--- src/rtl/dbg_halt_pkg.sv ---
package dbg_halt_pkg;

    localparam int CAUSE_W = 4;
    localparam int CTR_MIN_VER = 3;

    typedef enum logic [3:0] {
        OP_SET_HALT  = 4'h1,
        OP_RD_SEL    = 4'h2,
        OP_RD_CAUSE  = 4'h3,
        OP_SET_CTR   = 4'h4,
        OP_RD_CTR    = 4'h5,
        OP_RD_VER    = 4'h6
    } hp_op_e;

    // bit 0 status flag, bit 1 actionpoint, bit 2 breakpoint, bit 3 self-halt
    typedef struct packed {
        logic self_halt;
        logic brkpt;
        logic actpt;
        logic stat_flag;
    } hp_cause_t;

    function automatic logic op_known(input logic [3:0] op, input int ver);
        case (op)
            OP_SET_HALT, OP_RD_SEL, OP_RD_CAUSE, OP_RD_VER: return 1'b1;
            OP_SET_CTR, OP_RD_CTR: return (ver >= CTR_MIN_VER);
            default: return 1'b0;
        endcase
    endfunction

endpackage

--- src/rtl/hp_cmd_regs.sv ---
module hp_cmd_regs
    import dbg_halt_pkg::*;
#(
    parameter int NUM_CORES = 4,
    parameter int RB_W      = 32,
    parameter int FEAT_VER  = 3
) (
    input  logic                 clk,
    input  logic                 rst,
    input  logic                 cmd_valid,
    input  logic [3:0]           cmd_op,
    input  logic [CAUSE_W-1:0]   cmd_param,
    input  logic [NUM_CORES-1:0] cmd_data,
    output logic [NUM_CORES-1:0] sel_mask,
    output hp_cause_t            cause_en,
    output logic [NUM_CORES-1:0] ctr_mask,
    output logic [RB_W-1:0]      rdback
);

    localparam bit HAS_CTR = (FEAT_VER >= CTR_MIN_VER);

    always_ff @(posedge clk) begin
        if (rst) begin
            sel_mask <= '0;
            cause_en <= '0;
            ctr_mask <= '0;
            rdback   <= '0;
        end else if (cmd_valid) begin
            case (cmd_op)
                OP_SET_HALT: begin
                    cause_en <= hp_cause_t'(cmd_param);
                    sel_mask <= cmd_data;
                end
                OP_RD_SEL:   rdback <= RB_W'(sel_mask);
                OP_RD_CAUSE: rdback <= RB_W'(cause_en);
                OP_SET_CTR:  if (HAS_CTR) ctr_mask <= cmd_data;
                OP_RD_CTR:   if (HAS_CTR) rdback <= RB_W'(ctr_mask);
                OP_RD_VER:   rdback <= RB_W'(FEAT_VER);
                default: ;
            endcase
        end
    end

    AST_UNKNOWN_OP_KEEPS_RDBACK: assert property (@(posedge clk) disable iff (rst)
        (cmd_valid && !op_known(cmd_op, FEAT_VER)) |=> $stable(rdback));

    AST_UNKNOWN_OP_KEEPS_MASKS: assert property (@(posedge clk) disable iff (rst)
        (cmd_valid && !op_known(cmd_op, FEAT_VER)) |=>
        ($stable(sel_mask) && $stable(cause_en) && $stable(ctr_mask)));

    AST_IDLE_KEEPS_STATE: assert property (@(posedge clk) disable iff (rst)
        !cmd_valid |=> ($stable(rdback) && $stable(sel_mask) && $stable(ctr_mask)));

    AST_RESET_CLEARS_MASKS: assert property (@(posedge clk)
        $past(rst) |-> (sel_mask == '0 && cause_en == '0 && ctr_mask == '0 && rdback == '0));

endmodule

--- src/rtl/hp_cause_filter.sv ---
module hp_cause_filter
    import dbg_halt_pkg::*;
#(
    parameter int NUM_CORES = 4
) (
    input  logic [NUM_CORES*CAUSE_W-1:0] core_cause,
    input  logic [NUM_CORES-1:0]         sel_mask,
    input  hp_cause_t                    cause_en,
    output logic [NUM_CORES-1:0]         origin,
    output logic [NUM_CORES-1:0]         halted
);

    for (genvar i = 0; i < NUM_CORES; i++) begin : g_core
        hp_cause_t cur;
        assign cur       = hp_cause_t'(core_cause[i*CAUSE_W +: CAUSE_W]);
        assign halted[i] = |cur;
        assign origin[i] = sel_mask[i] & (|(cur & cause_en));
    end

endmodule

--- src/rtl/hp_req_gen.sv ---
module hp_req_gen
    import dbg_halt_pkg::*;
#(
    parameter int NUM_CORES = 4
) (
    input  logic                 clk,
    input  logic                 rst,
    input  logic [NUM_CORES-1:0] origin,
    input  logic [NUM_CORES-1:0] halted,
    input  logic [NUM_CORES-1:0] sel_mask,
    input  logic [NUM_CORES-1:0] ctr_mask,
    output logic [NUM_CORES-1:0] halt_req,
    output logic                 ctr_freeze
);

    logic [NUM_CORES-1:0] req_nxt;

    for (genvar i = 0; i < NUM_CORES; i++) begin : g_req
        localparam logic [NUM_CORES-1:0] SELF = NUM_CORES'(1) << i;
        assign req_nxt[i] = sel_mask[i] & (|(origin & ~SELF));

        AST_LONE_ORIGIN_NOT_SELF: assert property (@(posedge clk) disable iff (rst)
            (origin == SELF) |=> !halt_req[i]);

        AST_UNSELECTED_NO_REQ: assert property (@(posedge clk) disable iff (rst)
            !sel_mask[i] |=> !halt_req[i]);
    end

    always_ff @(posedge clk) begin
        if (rst) begin
            halt_req   <= '0;
            ctr_freeze <= 1'b0;
        end else begin
            halt_req   <= req_nxt;
            ctr_freeze <= |(ctr_mask & halted);
        end
    end

    AST_NO_ORIGIN_NO_REQ: assert property (@(posedge clk) disable iff (rst)
        (origin == '0) |=> (halt_req == '0));

    AST_FREEZE_FOLLOWS_HALT: assert property (@(posedge clk) disable iff (rst)
        ((ctr_mask & halted) != '0) |=> ctr_freeze);

endmodule

--- src/rtl/mc_halt_propagator.sv ---
module mc_halt_propagator
    import dbg_halt_pkg::*;
#(
    parameter int NUM_CORES = 4,
    parameter int RB_W      = 32,
    parameter int FEAT_VER  = 3
) (
    input  logic                         clk,
    input  logic                         rst,
    input  logic                         cmd_valid,
    input  logic [3:0]                   cmd_op,
    input  logic [3:0]                   cmd_param,
    input  logic [NUM_CORES-1:0]         cmd_data,
    input  logic [NUM_CORES*4-1:0]       core_cause,
    output logic [RB_W-1:0]              rdback,
    output logic [NUM_CORES-1:0]         halt_req,
    output logic                         ctr_freeze
);

    logic [NUM_CORES-1:0] sel_mask;
    logic [NUM_CORES-1:0] ctr_mask;
    hp_cause_t            cause_en;
    logic [NUM_CORES-1:0] origin;
    logic [NUM_CORES-1:0] halted;

    hp_cmd_regs #(
        .NUM_CORES (NUM_CORES),
        .RB_W      (RB_W),
        .FEAT_VER  (FEAT_VER)
    ) u_regs (
        .clk       (clk),
        .rst       (rst),
        .cmd_valid (cmd_valid),
        .cmd_op    (cmd_op),
        .cmd_param (cmd_param),
        .cmd_data  (cmd_data),
        .sel_mask  (sel_mask),
        .cause_en  (cause_en),
        .ctr_mask  (ctr_mask),
        .rdback    (rdback)
    );

    hp_cause_filter #(
        .NUM_CORES (NUM_CORES)
    ) u_filter (
        .core_cause (core_cause),
        .sel_mask   (sel_mask),
        .cause_en   (cause_en),
        .origin     (origin),
        .halted     (halted)
    );

    hp_req_gen #(
        .NUM_CORES (NUM_CORES)
    ) u_req (
        .clk        (clk),
        .rst        (rst),
        .origin     (origin),
        .halted     (halted),
        .sel_mask   (sel_mask),
        .ctr_mask   (ctr_mask),
        .halt_req   (halt_req),
        .ctr_freeze (ctr_freeze)
    );

    AST_RESET_OUTPUTS_LOW: assert property (@(posedge clk)
        $past(rst) |-> (halt_req == '0 && !ctr_freeze));

endmodule

--- config.mk ---
export PLATFORM = sky130hd
export DESIGN_NAME = mc_halt_propagator
export DESIGN_NICKNAME = d
export VERILOG_FILES = /design/src/rtl/dbg_halt_pkg.sv /design/src/rtl/hp_cmd_regs.sv /design/src/rtl/hp_cause_filter.sv /design/src/rtl/hp_req_gen.sv /design/src/rtl/mc_halt_propagator.sv
export SDC_FILE = /design/constraint.sdc
export NUM_CORES = 1
export LEC_CHECK = 0
export BUFFER_PORTS_ARGS = -buffer_cell sky130_fd_sc_hd__buf_4
export CORE_ASPECT_RATIO = 1.5
export CORE_UTILIZATION = 49
export CTS_BUF_LIST = sky130_fd_sc_hd__clkbuf_8
export DETAILED_ROUTE_END_ITERATION = 10
export HOLD_SLACK_MARGIN = 0.12
export PLACE_DENSITY = 0.89
export SYNTH_ARGS = -nofsm -noshare
export SYNTH_HDL_FRONTEND = slang
export SYNTH_SLANG_ARGS = --single-unit
export TNS_END_PERCENT = 5
--- constraint.sdc ---
create_clock -name clk -period 1.7 [get_ports clk]
set_input_delay 0.17 -clock clk [delete_from_list [all_inputs] [get_ports clk]]
set_output_delay 0.17 -clock clk [all_outputs]
set_load 0.01 [all_outputs]
==> flow_summary_export.csv <==
group,metric,value,unit
outcome,status,"completed",
grt,grt-ovfl-total,0,
logic_synthesis,synth_area_leaders,"dfxtp_1 (34%), buf_4 (17%), mux2i_1 (9.6%), a22oi_1 (7.2%), nor2_1 (5.1%)",
worst_setup_path,startpoint_type,"flop",
logic_synthesis,synth.top_cells.by_count,"buf_4 (29), dfxtp_1 (21), nor2_1 (17)",
floorplan,ioPinCount,68,
place,dp_hpwl,2.31,mm
final_layout,nFillCells,204,
logic_synthesis,synthArstFlopShare,0,
final_layout,fin_cells,204,
grt,grt_pass1_vias,1103,
route,drtIter0Drc,85,
timing,fin_crit,1.21,ns
worst_hold_path,whs_endpoint,"u_regs.cause_en[1]",
pwr,p_leak,0.634,nW
final_layout,fin_nets,212,
logic_synthesis,synthDistinctLibCells,26,
place,dp.cells,200,
route,vias_per_cell,5.44,
timing,hold_viol,0,
job,cap_viol_max_count,0,
place,port_buffers,39,
worst_setup_path,r2r_start,"u_regs.cause_en[2]",
timing,timing.setup.tns,0,ns
pwr,p_per_area,658,nW/um^2
pwr,combPwrFrac,0.172,
pwr,p_int,0.741,mW
cts,clockBufferDepth,2,
cts,cts.sinks,21,
timing,fin_hold_ws,0.151,ns
grt,antenna_found_initial,0,
timing,rsz0062_at_grt,"no",
worst_setup_path,r2r_slack,0.49,ns
cts,cts_buffers,3,
cts,root_buffer,"clkbuf_8",
route,wl,2.84,mm
logic_synthesis,synth_top_cell_by_area,"dfxtp_1",
grt,grt_use_total,0.222,
worst_setup_path,r2r_cells,4,
pwr,power_switching_share,0.253,
worst_setup_path,critPathKind,"reg -> reg",
cts,post_cts_resized,0,
pwr,power_frac_clock,0.315,
floorplan,die-width,43.3,um
logic_synthesis,synth_top_area_frac,0.335,
worst_setup_path,crit_arrival,1.35,ns
logic_synthesis,synth-edff-count,0,
pwr,netSwitchingPower,0.251,mW
floorplan,rows,22,
route,ant_nets,0,
logic_synthesis,synth.avg_cell_area,8.89,um^2
worst_setup_path,worst_setup_path_end_kind,"flop",
logic_synthesis,synth_most_common_cell,"buf_4",
cts,clk_latency,0.26,ns
timing,period_share,0.710,
floorplan,coreArea,2420,um^2
timing,clock.fmax,0.829,GHz
floorplan,start_util,0.518,
cts,path_clk_slew,0.07,ns
worst_setup_path,timing.rr.end,"u_req.halt_req[0]",
grt,grt_start_max_net_pins,22,
timing,finClkSkew,0.000840,ns
worst_hold_path,hp-class,"in -> reg",
logic_synthesis,synth_area,1250,um^2
route,dr.pass1.iters,4,
logic_synthesis,ys.flop_type,"dfxtp_1",
logic_synthesis,yosysSeqAreaShare,0.335,
final_layout,drive_above_1_share,0.278,
route,post-route-drc-count,0,
floorplan,chipHeight,64.0,um
floorplan,dieArea,2770,um^2
timing,maxSlewViolCount,0,
logic_synthesis,ys_ff_latch,21,
final_layout,syn_to_final_growth,20.2,%
grt,grt_first_pass_wirelength,4.70,mm
worst_hold_path,whs_path_depth,3,
pwr,p_seq_frac,0.513,
cts,cts-htree-levels,1,
pwr,max-vdd-ir-drop,0.529,mV
logic_synthesis,synthCells,141,
final_layout,num_antenna_cells,0,
worst_hold_path,worstHoldStart,"cmd_param[1]",
place,place_congestion,0.908,
timing,setup_viol,0,
cts,cts_tree,"built",
route,via_count,1109,
worst_setup_path,critPathMaxFanout,6,
cts,hold_buffers,0,
worst_setup_path,cp.required,1.84,ns
cts,cts_setup_buffers,0,
logic_synthesis,yosysWarnings,0,
route,wl_per_cell,13.9,um
## metal layers
metal / part of all wire / GRT usage / vias to the layer above
met5: 0 / 0 / -
met4: 0.041 / 0.148 / 0
met3: 0.066 / 0.0395 / 15
met2: 0.57 / 0.394 / 66
met1: 0.33 / 0.226 / 504
li1: - / - / 524
## placed cells by master (no fill, tap or decap), types with 5 or more instances in the layout
master / n
dfxtp_1: 21
nor2_1: 17
nand2_1: 12
a22oi_1: 12
a21oi_1: 5
buf_4: 40
conb_1: 28
mux2i_1: 12
## stage by stage
stage / power (mW) / instance area, um^2 / setup WS (ns) / utilization
after floorplan: 0.651 / 1360 / 0.577 / -
after global placement: 0.683 / 1460 / 0.379 / 0.603
after detailed placement: 0.689 / 1460 / 0.356 / 0.603
after CTS: 0.993 / 1510 / 0.546 / 0.622
after global routing: 1.04 / 1510 / 0.407 / 0.622
final: 0.992 / 1510 / 0.493 / 0.622
## worst max-delay path, stage by stage, from the launching register on
cell	delay, ns
dfxtp_1	0.37
a22oi_1	0.22
nand2_1	0.11
a22oi_1	0.29
a21oi_1	0.11
## worst max-delay path by stage
| stage | start | endpoint | slack (ns) | depth (start not counted) |
|---|---|---|---|---|
| 4_1_cts | u_regs.cause_en[2] | u_req.halt_req[0] | 0.55 | 4 |
| 6_report | u_regs.cause_en[2] | u_req.halt_req[0] | 0.49 | 4 |
| 5_1_grt | u_regs.cause_en[0] | u_req.halt_req[3] | 0.41 | 4 |
| 2_1_floorplan | cmd_op[0] | u_regs.cause_en[0] | 0.58 | 5 |
| 3_5_place_dp | cmd_op[1] | u_regs.ctr_mask[0] | 0.36 | 5 |
| 3_3_place_gp | cmd_op[1] | u_regs.ctr_mask[0] | 0.38 | 5 |
## flip-flops by register name (all words and copies together) (netlist names)
register          flops
u_regs.sel_mask       4
u_regs.cause_en       4
u_regs.ctr_mask       4
u_regs.rdback         4
u_req.halt_req        4
u_req.ctr_freeze      1
## power by group through the flow
stage | logic, mW | clock network, mW | registers [mW]
2_1_floorplan | 0.131 | 0 | 0.521
3_3_place_gp | 0.164 | 0 | 0.520
3_5_place_dp | 0.169 | 0 | 0.520
4_1_cts | 0.169 | 0.316 | 0.509
5_1_grt | 0.185 | 0.347 | 0.510
6_report | 0.171 | 0.312 | 0.509
## final cells by class
type / instances / area, um^2 / share of cell area
repair buffers: 40 / 300 / 0.199
multi-input cells: 115 / 711 / 0.472
well taps: 24 / 30.0 / 0.0199
clock buffers: 3 / 41.3 / 0.0274
clock inverters: 1 / 3.75 / 0.00249
flip-flops and latches: 21 / 420 / 0.279
## cell families after synthesis
logic type	count (synthesis)	synth area share
other	1	0.00299
flip-flops	21	0.335
AND/OR/NAND/NOR	41	0.168
multiplexers	12	0.0958
AO/OA/AOI/OAI	33	0.208
XOR/XNOR	1	0.00699
buffers and inverters	32	0.184
Note: power is estimated with default switching activity, not from simulation.
